[config.mk]
export PLATFORM = sky130hd
export DESIGN_NAME = mac16_unit
export DESIGN_NICKNAME = d
export VERILOG_FILES = /design/src/rtl/mac16_pkg.sv /design/src/rtl/mac16_opsel.sv /design/src/rtl/mac16_acc.sv /design/src/rtl/mac16_oregs.sv /design/src/rtl/mac16_unit.sv
export SDC_FILE = /design/constraint.sdc
export NUM_CORES = 1
export LEC_CHECK = 0
export CAP_MARGIN = 20
export CORE_MARGIN = 2
export CORE_UTILIZATION = 62
export DETAILED_ROUTE_END_ITERATION = 16
export PLACE_DENSITY = 0.85
export SKIP_CTS_REPAIR_TIMING = 1
export SLEW_MARGIN = 20
export SYNTH_ARGS = -nofsm -noshare
export SYNTH_HDL_FRONTEND = slang
export SYNTH_HIERARCHICAL = 1
export SYNTH_SLANG_ARGS = --single-unit
[constraint.sdc]
create_clock -name clk -period 24.3 [get_ports clk]
set_clock_uncertainty 0.05 [all_clocks]
set_input_delay 6.075 -clock clk [delete_from_list [all_inputs] [get_ports clk]]
set_output_delay 6.075 -clock clk [all_outputs]
set_load 0.005 [all_outputs]
[src/rtl/mac16_pkg.sv]
package mac16_pkg;
   typedef enum logic [1:0] {
      ACC_SET  = 2'd0,
      ACC_ADD  = 2'd1,
      ACC_SUB  = 2'd2,
      ACC_KEEP = 2'd3
   } acc_op_e;
endpackage

[src/rtl/mac16_opsel.sv]
module mac16_opsel #(
   parameter int OP_W   = 32,
   parameter int HALF_W = 16,
   parameter int N_OREG = 4,
   parameter bit HAS_OREG = 1'b1,
   localparam int IDX_W = $clog2(N_OREG)
) (
   input  logic [OP_W-1:0]        gpr_i,
   input  logic                   use_oreg_i,
   input  logic [IDX_W-1:0]       idx_i,
   input  logic [N_OREG*OP_W-1:0] oregs_i,
   input  logic                   hi_i,
   output logic signed [HALF_W-1:0] half_o
);
   logic [OP_W-1:0] word;

   generate
      if (HAS_OREG) begin : g_oreg
         always_comb begin
            word = gpr_i;
            if (use_oreg_i) word = oregs_i[idx_i*OP_W +: OP_W];
         end
      end else begin : g_gpr_only
         logic unused_sel;
         assign unused_sel = use_oreg_i ^ (^idx_i) ^ (^oregs_i);
         assign word = gpr_i;
      end
   endgenerate

   assign half_o = hi_i ? word[OP_W-1 -: HALF_W] : word[HALF_W-1:0];
endmodule

[src/rtl/mac16_acc.sv]
module mac16_acc
   import mac16_pkg::*;
#(
   parameter int OP_W   = 32,
   parameter int HALF_W = 16,
   parameter int ACC_W  = 40,
   localparam int PW    = 2*HALF_W,
   localparam int HI_W  = ACC_W - OP_W
) (
   input  logic                     clk,
   input  logic                     rst_n,
   input  logic                     mul_en_i,
   input  acc_op_e                  op_i,
   input  logic signed [HALF_W-1:0] x_i,
   input  logic signed [HALF_W-1:0] y_i,
   input  logic                     lo_we_i,
   input  logic                     hi_we_i,
   input  logic [OP_W-1:0]          wdata_i,
   output logic [ACC_W-1:0]         acc_o
);
   logic signed [PW-1:0] prod;
   logic [ACC_W-1:0]     prod_ext;
   logic [ACC_W-1:0]     acc_q;
   logic [ACC_W-1:0]     acc_d;
   logic                 mul_wr;

   assign prod     = x_i * y_i;
   assign prod_ext = {{(ACC_W-PW){prod[PW-1]}}, prod};
   assign mul_wr   = mul_en_i && (op_i != ACC_KEEP);

   always_comb begin
      acc_d = acc_q;
      if (mul_wr) begin
         case (op_i)
            ACC_SET: acc_d = prod_ext;
            ACC_ADD: acc_d = acc_q + prod_ext;
            ACC_SUB: acc_d = acc_q - prod_ext;
            default: acc_d = acc_q;
         endcase
      end else begin
         if (lo_we_i) acc_d[OP_W-1:0]  = wdata_i;
         if (hi_we_i) acc_d[ACC_W-1:OP_W] = wdata_i[HI_W-1:0];
      end
   end

   always_ff @(posedge clk or negedge rst_n) begin
      if (!rst_n) acc_q <= '0;
      else        acc_q <= acc_d;
   end

   assign acc_o = acc_q;

   // no multiply write and no word write keeps the accumulator
   a_r12_hold: assert property (@(posedge clk) disable iff (!rst_n)
      (!(mul_en_i && op_i != ACC_KEEP) && !lo_we_i && !hi_we_i) |=> $stable(acc_q));

   // a high-word write leaves the low word alone
   a_r7_hi_keeps_lo: assert property (@(posedge clk) disable iff (!rst_n)
      (!(mul_en_i && op_i != ACC_KEEP) && hi_we_i && !lo_we_i)
      |=> (acc_q[OP_W-1:0] == $past(acc_q[OP_W-1:0])));

   // word writes during a multiply write are dropped
   a_r12_mul_wins: assert property (@(posedge clk) disable iff (!rst_n)
      (mul_en_i && op_i == ACC_SET && lo_we_i && (wdata_i != prod_ext[OP_W-1:0]))
      |=> (acc_q[OP_W-1:0] != $past(wdata_i)));
endmodule

[src/rtl/mac16_oregs.sv]
module mac16_oregs #(
   parameter int OP_W   = 32,
   parameter int N_OREG = 4,
   parameter int AW     = 32,
   parameter int STEP   = 4,
   localparam int IDX_W = $clog2(N_OREG)
) (
   input  logic                   clk,
   input  logic                   rst_n,
   input  logic                   we_i,
   input  logic [IDX_W-1:0]       widx_i,
   input  logic [OP_W-1:0]        wdata_i,
   input  logic                   ld_en_i,
   input  logic                   ld_dec_i,
   input  logic [AW-1:0]          ld_ptr_i,
   input  logic [IDX_W-1:0]       ld_dst_i,
   output logic [AW-1:0]          ptr_wb_o,
   output logic                   mem_rd_o,
   output logic [AW-1:0]          mem_addr_o,
   input  logic [OP_W-1:0]        mem_rdata_i,
   input  logic [IDX_W-1:0]       ridx_i,
   output logic [OP_W-1:0]        rdata_o,
   output logic [N_OREG*OP_W-1:0] regs_flat_o
);
   localparam logic [AW-1:0] STEP_V = AW'(STEP);

   logic [OP_W-1:0]  regs_q [N_OREG];
   logic             pend_q;
   logic [IDX_W-1:0] dst_q;
   logic [AW-1:0]    ptr_new;

   assign ptr_new    = ld_dec_i ? (ld_ptr_i - STEP_V) : (ld_ptr_i + STEP_V);
   assign ptr_wb_o   = ptr_new;
   assign mem_addr_o = ptr_new;
   assign mem_rd_o   = ld_en_i;

   always_ff @(posedge clk or negedge rst_n) begin
      if (!rst_n) begin
         pend_q <= 1'b0;
         dst_q  <= '0;
      end else begin
         pend_q <= ld_en_i;
         if (ld_en_i) dst_q <= ld_dst_i;
      end
   end

   always_ff @(posedge clk or negedge rst_n) begin
      if (!rst_n) begin
         for (int i = 0; i < N_OREG; i++) regs_q[i] <= '0;
      end else begin
         for (int i = 0; i < N_OREG; i++) begin
            if (pend_q && dst_q == IDX_W'(i))     regs_q[i] <= mem_rdata_i;
            else if (we_i && widx_i == IDX_W'(i)) regs_q[i] <= wdata_i;
         end
      end
   end

   generate
      for (genvar g = 0; g < N_OREG; g++) begin : g_flat
         assign regs_flat_o[g*OP_W +: OP_W] = regs_q[g];
      end
   endgenerate

   assign rdata_o = regs_q[ridx_i];

   // returning load data lands in its register, beating a direct write
   a_r13_load_lands: assert property (@(posedge clk) disable iff (!rst_n)
      pend_q |=> (regs_q[$past(dst_q)] == $past(mem_rdata_i)));

   // a direct write with no load pending is stored
   a_r8_direct_write: assert property (@(posedge clk) disable iff (!rst_n)
      (we_i && !pend_q) |=> (regs_q[$past(widx_i)] == $past(wdata_i)));
endmodule

[src/rtl/mac16_unit.sv]
module mac16_unit
   import mac16_pkg::*;
#(
   parameter int OP_W   = 32,
   parameter int HALF_W = 16,
   parameter int ACC_W  = 40,
   parameter int N_OREG = 4,
   parameter int AW     = 32,
   parameter int STEP   = 4,
   localparam int IDX_W = $clog2(N_OREG),
   localparam int HI_W  = ACC_W - OP_W
) (
   input  logic             clk,
   input  logic             rst_n,
   input  logic             mul_en,
   input  logic [1:0]       mul_op,
   input  logic             x_hi,
   input  logic             y_hi,
   input  logic             x_use_oreg,
   input  logic [IDX_W-1:0] x_oreg_idx,
   input  logic [OP_W-1:0]  x_gpr,
   input  logic             y_use_oreg,
   input  logic [IDX_W-1:0] y_oreg_idx,
   input  logic [OP_W-1:0]  y_gpr,
   input  logic             ld_en,
   input  logic             ld_dec,
   input  logic [AW-1:0]    ld_ptr,
   input  logic [IDX_W-1:0] ld_dst,
   output logic [AW-1:0]    ptr_wb,
   output logic             mem_rd_en,
   output logic [AW-1:0]    mem_addr,
   input  logic [OP_W-1:0]  mem_rdata,
   input  logic             acc_lo_we,
   input  logic             acc_hi_we,
   input  logic [OP_W-1:0]  acc_wdata,
   input  logic             oreg_we,
   input  logic [IDX_W-1:0] oreg_widx,
   input  logic [OP_W-1:0]  oreg_wdata,
   input  logic [IDX_W-1:0] oreg_ridx,
   output logic [OP_W-1:0]  oreg_rdata,
   output logic [OP_W-1:0]  acc_lo,
   output logic [OP_W-1:0]  acc_hi
);
   generate
      if (OP_W != 2*HALF_W) begin : g_bad_half
         $error("OP_W must be twice HALF_W");
      end
      if (ACC_W <= 2*HALF_W || HI_W >= OP_W || HI_W < 1) begin : g_bad_acc
         $error("ACC_W must exceed the product width and fit in two words");
      end
      if (N_OREG < 2) begin : g_bad_oreg
         $error("N_OREG must be at least 2");
      end
   endgenerate

   logic [N_OREG*OP_W-1:0]    regs_flat;
   logic signed [HALF_W-1:0]  x_half;
   logic signed [HALF_W-1:0]  y_half;
   logic [ACC_W-1:0]          acc;

   mac16_oregs #(.OP_W(OP_W), .N_OREG(N_OREG), .AW(AW), .STEP(STEP)) u_oregs (
      .clk(clk), .rst_n(rst_n),
      .we_i(oreg_we), .widx_i(oreg_widx), .wdata_i(oreg_wdata),
      .ld_en_i(ld_en), .ld_dec_i(ld_dec), .ld_ptr_i(ld_ptr), .ld_dst_i(ld_dst),
      .ptr_wb_o(ptr_wb), .mem_rd_o(mem_rd_en), .mem_addr_o(mem_addr),
      .mem_rdata_i(mem_rdata), .ridx_i(oreg_ridx), .rdata_o(oreg_rdata),
      .regs_flat_o(regs_flat)
   );

   mac16_opsel #(.OP_W(OP_W), .HALF_W(HALF_W), .N_OREG(N_OREG)) u_xsel (
      .gpr_i(x_gpr), .use_oreg_i(x_use_oreg), .idx_i(x_oreg_idx),
      .oregs_i(regs_flat), .hi_i(x_hi), .half_o(x_half)
   );

   mac16_opsel #(.OP_W(OP_W), .HALF_W(HALF_W), .N_OREG(N_OREG)) u_ysel (
      .gpr_i(y_gpr), .use_oreg_i(y_use_oreg), .idx_i(y_oreg_idx),
      .oregs_i(regs_flat), .hi_i(y_hi), .half_o(y_half)
   );

   mac16_acc #(.OP_W(OP_W), .HALF_W(HALF_W), .ACC_W(ACC_W)) u_acc (
      .clk(clk), .rst_n(rst_n),
      .mul_en_i(mul_en), .op_i(acc_op_e'(mul_op)),
      .x_i(x_half), .y_i(y_half),
      .lo_we_i(acc_lo_we), .hi_we_i(acc_hi_we), .wdata_i(acc_wdata),
      .acc_o(acc)
   );

   assign acc_lo = acc[OP_W-1:0];
   assign acc_hi = {{(OP_W-HI_W){acc[ACC_W-1]}}, acc[ACC_W-1:OP_W]};

   // an increment load addresses one step above the pointer
   a_r9_inc_step: assert property (@(posedge clk) disable iff (!rst_n)
      (ld_en && !ld_dec) |-> (mem_rd_en && (mem_addr - ld_ptr) == AW'(STEP) && ptr_wb == mem_addr));

   // a decrement load addresses one step below the pointer
   a_r10_dec_step: assert property (@(posedge clk) disable iff (!rst_n)
      (ld_en && ld_dec) |-> (mem_rd_en && (ld_ptr - mem_addr) == AW'(STEP) && ptr_wb == mem_addr));
endmodule

==> impl_metrics.ini, run 1 <==
[outcome]
run_status = completed

[synth]
yosysUniqueCellTypes = 89
synth.yosys.warnings = 6
syn_nets = 3419
postSynthCellCount = 2786
synth_flop_cell = dfrtp_1
sequential_to_total_area_share_from_yosys_stat_pct = 16.41
synth.avg_cell_area_sq_um = 9.358
synth_seq_cells = 171
asyncSetResetFlopFracSynth_pct = 100.0
edff_count_synth = 0
synth_area_sq_um = 26070

[floorplan]
dieHeight_microns = 209.1
placement_rows = 75
top_level_ports = 377
placeableCoreArea_sq_um = 41760
fp.dieW_microns = 209.1
fp.dieArea_sq_um = 43710
start_util_pct = 62.43

[timing]
timing_worst_slew_pin_value_ns = 1.074
fmax_ghz = 0.05685
maxSlewViolCount = 0
max_slew_margin_pct = 28.17
final-hold-violation-count = 0
final_min_period_over_clock_period_pct = 72.39
period_needed_ns = 17.59
setup-tns-final_ns = 0
final.hold.worst_slack_ns = 0.4800
report.final.setup_viol = 0
grt_setup_unrepaired = false

[layout]
sequential_cell_area_sq_um = 4279
drive_above_1_share_pct = 7.826
multi_input_comb_area_sq_um = 19540
areaGrowthSynthToFinish_pct = 15.97
final_design_area_no_fill_sq_um = 30230
fill_cell_instance_count_of_the_final_layout = 2994
finish.net_count = 3623

[placement]
post_place_instance_area_sq_um = 29550
hpwl_detailed_microns = 60000
buffer_ports.inserted = 370
place.gp.congestion = 0.9444

[min_path]
hold_path_depth = 2
hp-class = reg2reg

[routing]
route.detailed.drc = 0
drtIter0Drc = 2554
route.detailed.wl_per_inst_microns = 22.57
detail_route.vias_per_cell = 6.470
detail-route-antenna-nets = 0
finalWirelength_microns = 80300
drt-pass1-iter-count = 6
vias = 23014

[worst_setup_path]
r2r.worst_path.cells = 34
critical_path.endpoint_type = flip-flop
worst-setup-path-type = in2reg
worst_path_cell_with_the_longest_stage_delay = mux4_2
critPathRequiredTime_ns = 24.63
critical_path.max_stage_delay_ns = 0.71
timing.critical_path.from_type = input pin
worstSetupStartpoint = x_oreg_idx[1]
reg2reg_from = u_oregs/regs_flat_o[119]
crit_path_capture = u_acc/acc_o[36]
crit_path_frequent_cell = fa_1
r2r-end = u_acc/acc_o[36]
rrSetupSlack_ns = 12.73
crit_path_max_fanout = 32
cp.arrival_ns = 17.92

[global_route]
grt_pass1_vias = 23870
grt_max_degree = 65
grt_pass1_wl_microns = 127700
grt_overflow_total = 0
grt.total_usage_pct = 37.44
grt_antenna_before_repair = 17

[clocking]
tritoncts_num_sinks = 171
tritoncts = yes
cts.path.max_buffers = 2
cts_root_buf = clkbuf_16
cts_max_level = 4
clock_insertion_delay_worst_skew_ns = 0.48
tritoncts.num_buffers = 17
clk_pin_slew_ns = 0.10

[job]
drv_cap = 0
==> registers in the layout, summed over array words and instances (netlist names) <==
| register | count |
|---|---|
| u_oregs/regs_flat_o | 128 |
| u_acc/acc_o | 40 |
| u_oregs/dst_q | 2 |
| u_oregs/pend_q | 1 |
==> kinds of logic (layout without fill, tap and decap cells) <==
group / count (synthesis) / in the layout / synth area share, %
muxes: 269 / 269 / 16.50
other: 0 / 15 / 0
buffers and inverters: 529 / 746 / 8.802
adders and majority gates: 417 / 417 / 27.61
DFF: 171 / 171 / 16.41
AOI/OAI and AO/OA: 536 / 536 / 12.92
xor gates and xnor gates: 124 / 124 / 4.218
and+or+nand+nor: 740 / 740 / 13.53
==> cells in the mapped netlist, types with 46 or more instances <==
cell	n	share of area, %
mux2i_1	135	5.2
fa_1	264	20
dfrtp_1	171	16
xnor2_1	77	2.6
a21oi_1	116	2.2
o21ai_0	207	4.0
xor2_1	46	1.5
clkbuf_1	101	1.5
nor2_1	106	1.5
nand2_1	340	4.9
mux4_2	128	11
inv_1	323	4.7
and2_1	130	3.1
ha_1	153	7.3
buf_4	60	1.7
==> metrics by stage <==
stage | util, % | instances | setup WS [ns]
after global routing | 72.39 | 3555 | 6.260
after global placement | 70.74 | 3509 | 6.534
after CTS | 72.23 | 3541 | 6.960
final | 72.40 | 3557 | 6.709
after floorplan | - | 2786 | 7.727
after detailed placement | 70.76 | 3509 | 6.549
==> area by class of cell <==
class                   count  share of cell area [%]
multi-input cells        2086                   64.64
flip-flops and latches    171                   14.15
repair buffers            391                   12.81
inverters                 323                   4.010
well taps                 539                   2.231
clock buffers              17                   1.407
clock inverters            15                  0.6290
diodes                     15                  0.1242
==> layer usage <==
metal	track usage, %	part of all wire, %	up-vias
met5	0	0.034	-
met3	9.228	11	357
met2	60.66	47	1547
met4	20.91	5.8	4
met1	46.23	36	11218
li1	-	-	9888
==> worst min path at each step <==
stage                      endpoint  slack (ns)             from
floorplan            u_acc/acc_o[0]        0.44   u_acc/acc_o[0]
global placement    u_acc/acc_o[11]        0.45  u_acc/acc_o[11]
detailed placement  u_acc/acc_o[11]        0.47  u_acc/acc_o[11]
CTS                 u_acc/acc_o[11]        0.49  u_acc/acc_o[11]
global route        u_acc/acc_o[21]        0.51  u_acc/acc_o[21]
finish              u_acc/acc_o[11]        0.48  u_acc/acc_o[11]
==> critical path: cells and delay by family <==
family	cells	cell delay, ns
muxes	3	1.52
adders and majority gates	8	3.81
and+or+nand+nor	6	1.81
AOI/OAI and AO/OA	11	3.22
buffers and inverters	6	1.12
xor gates and xnor gates	2	0.31
==> cells in the final DEF (no fill, tap or decap), drive strengths merged, types with 46 or more instances in the layout <==
cell	synthesis	routed
nand2	341	341
inv	323	330
clkdlybuf4s50	0	366
xor2	46	46
a21oi	117	117
and2	132	132
dfrtp	171	171
xnor2	77	77
mux2i	135	135
o21ai	216	216
fa	264	264
nor2	107	107
ha	153	153
mux4	128	128
Power of run 1 is not shown: default switching activity piles up to over one toggle a cycle in this logic, so the estimate is an artifact.
==> inputs of run 2 (changes only) <==
--- a/config.mk
+++ b/config.mk
@@ -7,9 +7,9 @@
 export LEC_CHECK = 0
 export CAP_MARGIN = 20
 export CORE_MARGIN = 2
-export CORE_UTILIZATION = 62
+export CORE_UTILIZATION = 57
 export DETAILED_ROUTE_END_ITERATION = 16
-export PLACE_DENSITY = 0.85
+export PLACE_DENSITY = 0.79
 export SKIP_CTS_REPAIR_TIMING = 1
 export SLEW_MARGIN = 20
 export SYNTH_ARGS = -nofsm -noshare
==> constraint.sdc (replaced) <==
create_clock -name clk -period 17.5 [get_ports clk]
set_clock_uncertainty 0.05 [all_clocks]
set_input_delay 4.375 -clock clk [delete_from_list [all_inputs] [get_ports clk]]
set_output_delay 4.375 -clock clk [all_outputs]
set_load 0.005 [all_outputs]
==> run 2 against run 1 <==
  * Setup slack got worse by 5.0 ns
  * Critical path depth increased by 1
  * Flip-flop and latch count unchanged
  * Worst hold slack improved by 0.00054 ns
  * Sequential share of layout area about the same
  * Via count decreased by 2.1%
  * Critical path type unchanged
  * Largest cell class unchanged
==> impl_metrics.ini, run 2 (synthesis gave the netlist of run 1 again) <==
[timing]
report.final.setup_viol = 0
grt_setup_unrepaired = false
fmax_ghz = 0.06323
final-hold-violation-count = 0
setup_slack_ns = 1.685
setup-tns-final_ns = 0
timing_worst_slew_pin_value_ns = 0.9666
max_slew_margin_pct = 35.36
maxSlewViolCount = 0
period_needed_ns = 15.82
final_min_period_over_clock_period_pct = 90.37

[clocking]
clock_insertion_delay_worst_skew_ns = 0.51
cts_max_level = 4
cts_root_buf = clkbuf_16
tritoncts_num_sinks = 171
clk_pin_slew_ns = 0.08
cts.path.max_buffers = 2
tritoncts.num_buffers = 17
tritoncts = yes

[routing]
drtIter0Drc = 2082
drt-pass1-iter-count = 6
route.detailed.drc = 0
detail_route.vias_per_cell = 6.223
route.detailed.wl_per_inst_microns = 22.26
finalWirelength_microns = 80550
vias = 22522
detail-route-antenna-nets = 0

[global_route]
grt_pass1_wl_microns = 126900
grt_antenna_before_repair = 13
grt_max_degree = 74
grt_overflow_total = 0
grt.total_usage_pct = 34.62
grt_pass1_vias = 23152

[worst_setup_path]
rrSetupSlack_ns = 6.17
crit_path_frequent_cell = fa_1
worst_path_cell_with_the_longest_stage_delay = clkdlybuf4s50_1
crit_path_max_fanout = 23
critical_path.max_stage_delay_ns = 0.82
critical_path.endpoint_type = flip-flop
cp.arrival_ns = 16.15
critPathRequiredTime_ns = 17.84
worst-setup-path-type = in2reg
timing.critical_path.from_type = input pin

[layout]
areaGrowthSynthToFinish_pct = 16.35
largest_register_ffs = 128
finish.cell_count_without_fillers = 3619
most-common-layout-cells = clkdlybuf4s50_1, nand2_1, inv_1
finish.net_count = 3628
final_core_util_pct = 66.98
drive_above_1_share_pct = 8.012
layout_commonest_cell = clkdlybuf4s50_1

[floorplan]
dieHeight_microns = 217.9
top_level_ports = 377
placement_rows = 78
start_util_pct = 57.57
placeableCoreArea_sq_um = 45280
fp.dieW_microns = 217.9
fp.dieArea_sq_um = 47470

[outcome]
run_status = completed

[placement]
place.detailed.instances = 3576
buffer_ports.inserted = 370
pre_cts_ws_ns = 1.306
hpwl_detailed_microns = 62060
place.gp.congestion = 0.9933

[job]
drv_cap = 0

[min_path]
hp-class = reg2reg
## run 2: final timing paths
path	start	to	cells after the start
setup / recovery	y_oreg_idx[1]	u_acc/acc_o[39]	37
hold / removal	u_acc/acc_o[10]	u_acc/acc_o[10]	2
setup reg to reg	u_oregs/regs_flat_o[101]	u_acc/acc_o[39]	36
hold reg to reg	u_acc/acc_o[10]	u_acc/acc_o[10]	2
max in group asynchronous	rst_n	u_oregs/regs_flat_o[52]	3
min in group asynchronous	rst_n	u_acc/acc_o[1]	1
## run 2: area by class of cell
class | count | area [sq um]
inverter | 323 | 1212
tap | 600 | 750.7
timing repair buffer | 396 | 3880
clock inverter | 15 | 217.7
sequential | 171 | 4279
clock buffer | 17 | 425.4
fill | 3588 | 14950
multi-input combinational | 2086 | 19540
antenna | 11 | 27.53
## run 2: through the flow
stage / instance area, sq um / hold WS (ns)
CTS: 30310 / 0.4880
global placement: 29660 / 0.4560
global route: 30330 / 0.5086
floorplan: 26070 / 0.4444
finish: 30330 / 0.4806
detailed placement: 29660 / 0.4677
## run 2: critical path: cells and delay by family
family | cells | cell delay [ns]
muxes | 3 | 1.39
xor gates and xnor gates | 2 | 0.46
buffers and inverters | 6 | 1.47
and+or+nand+nor | 7 | 2.05
adders and majority gates | 8 | 3.79
AOI/OAI and AO/OA | 11 | 2.56
## run 2: layer usage
layer	routed length (microns)	GRT usage, %	vias to the layer above
met1	31110	43.95	11085
met2	38370	56.43	1298
met3	7328	7.629	240
met4	3730	16.64	2
met5	11	0	-
li1	-	-	9897
Power of run 2 is left out for the same reason.
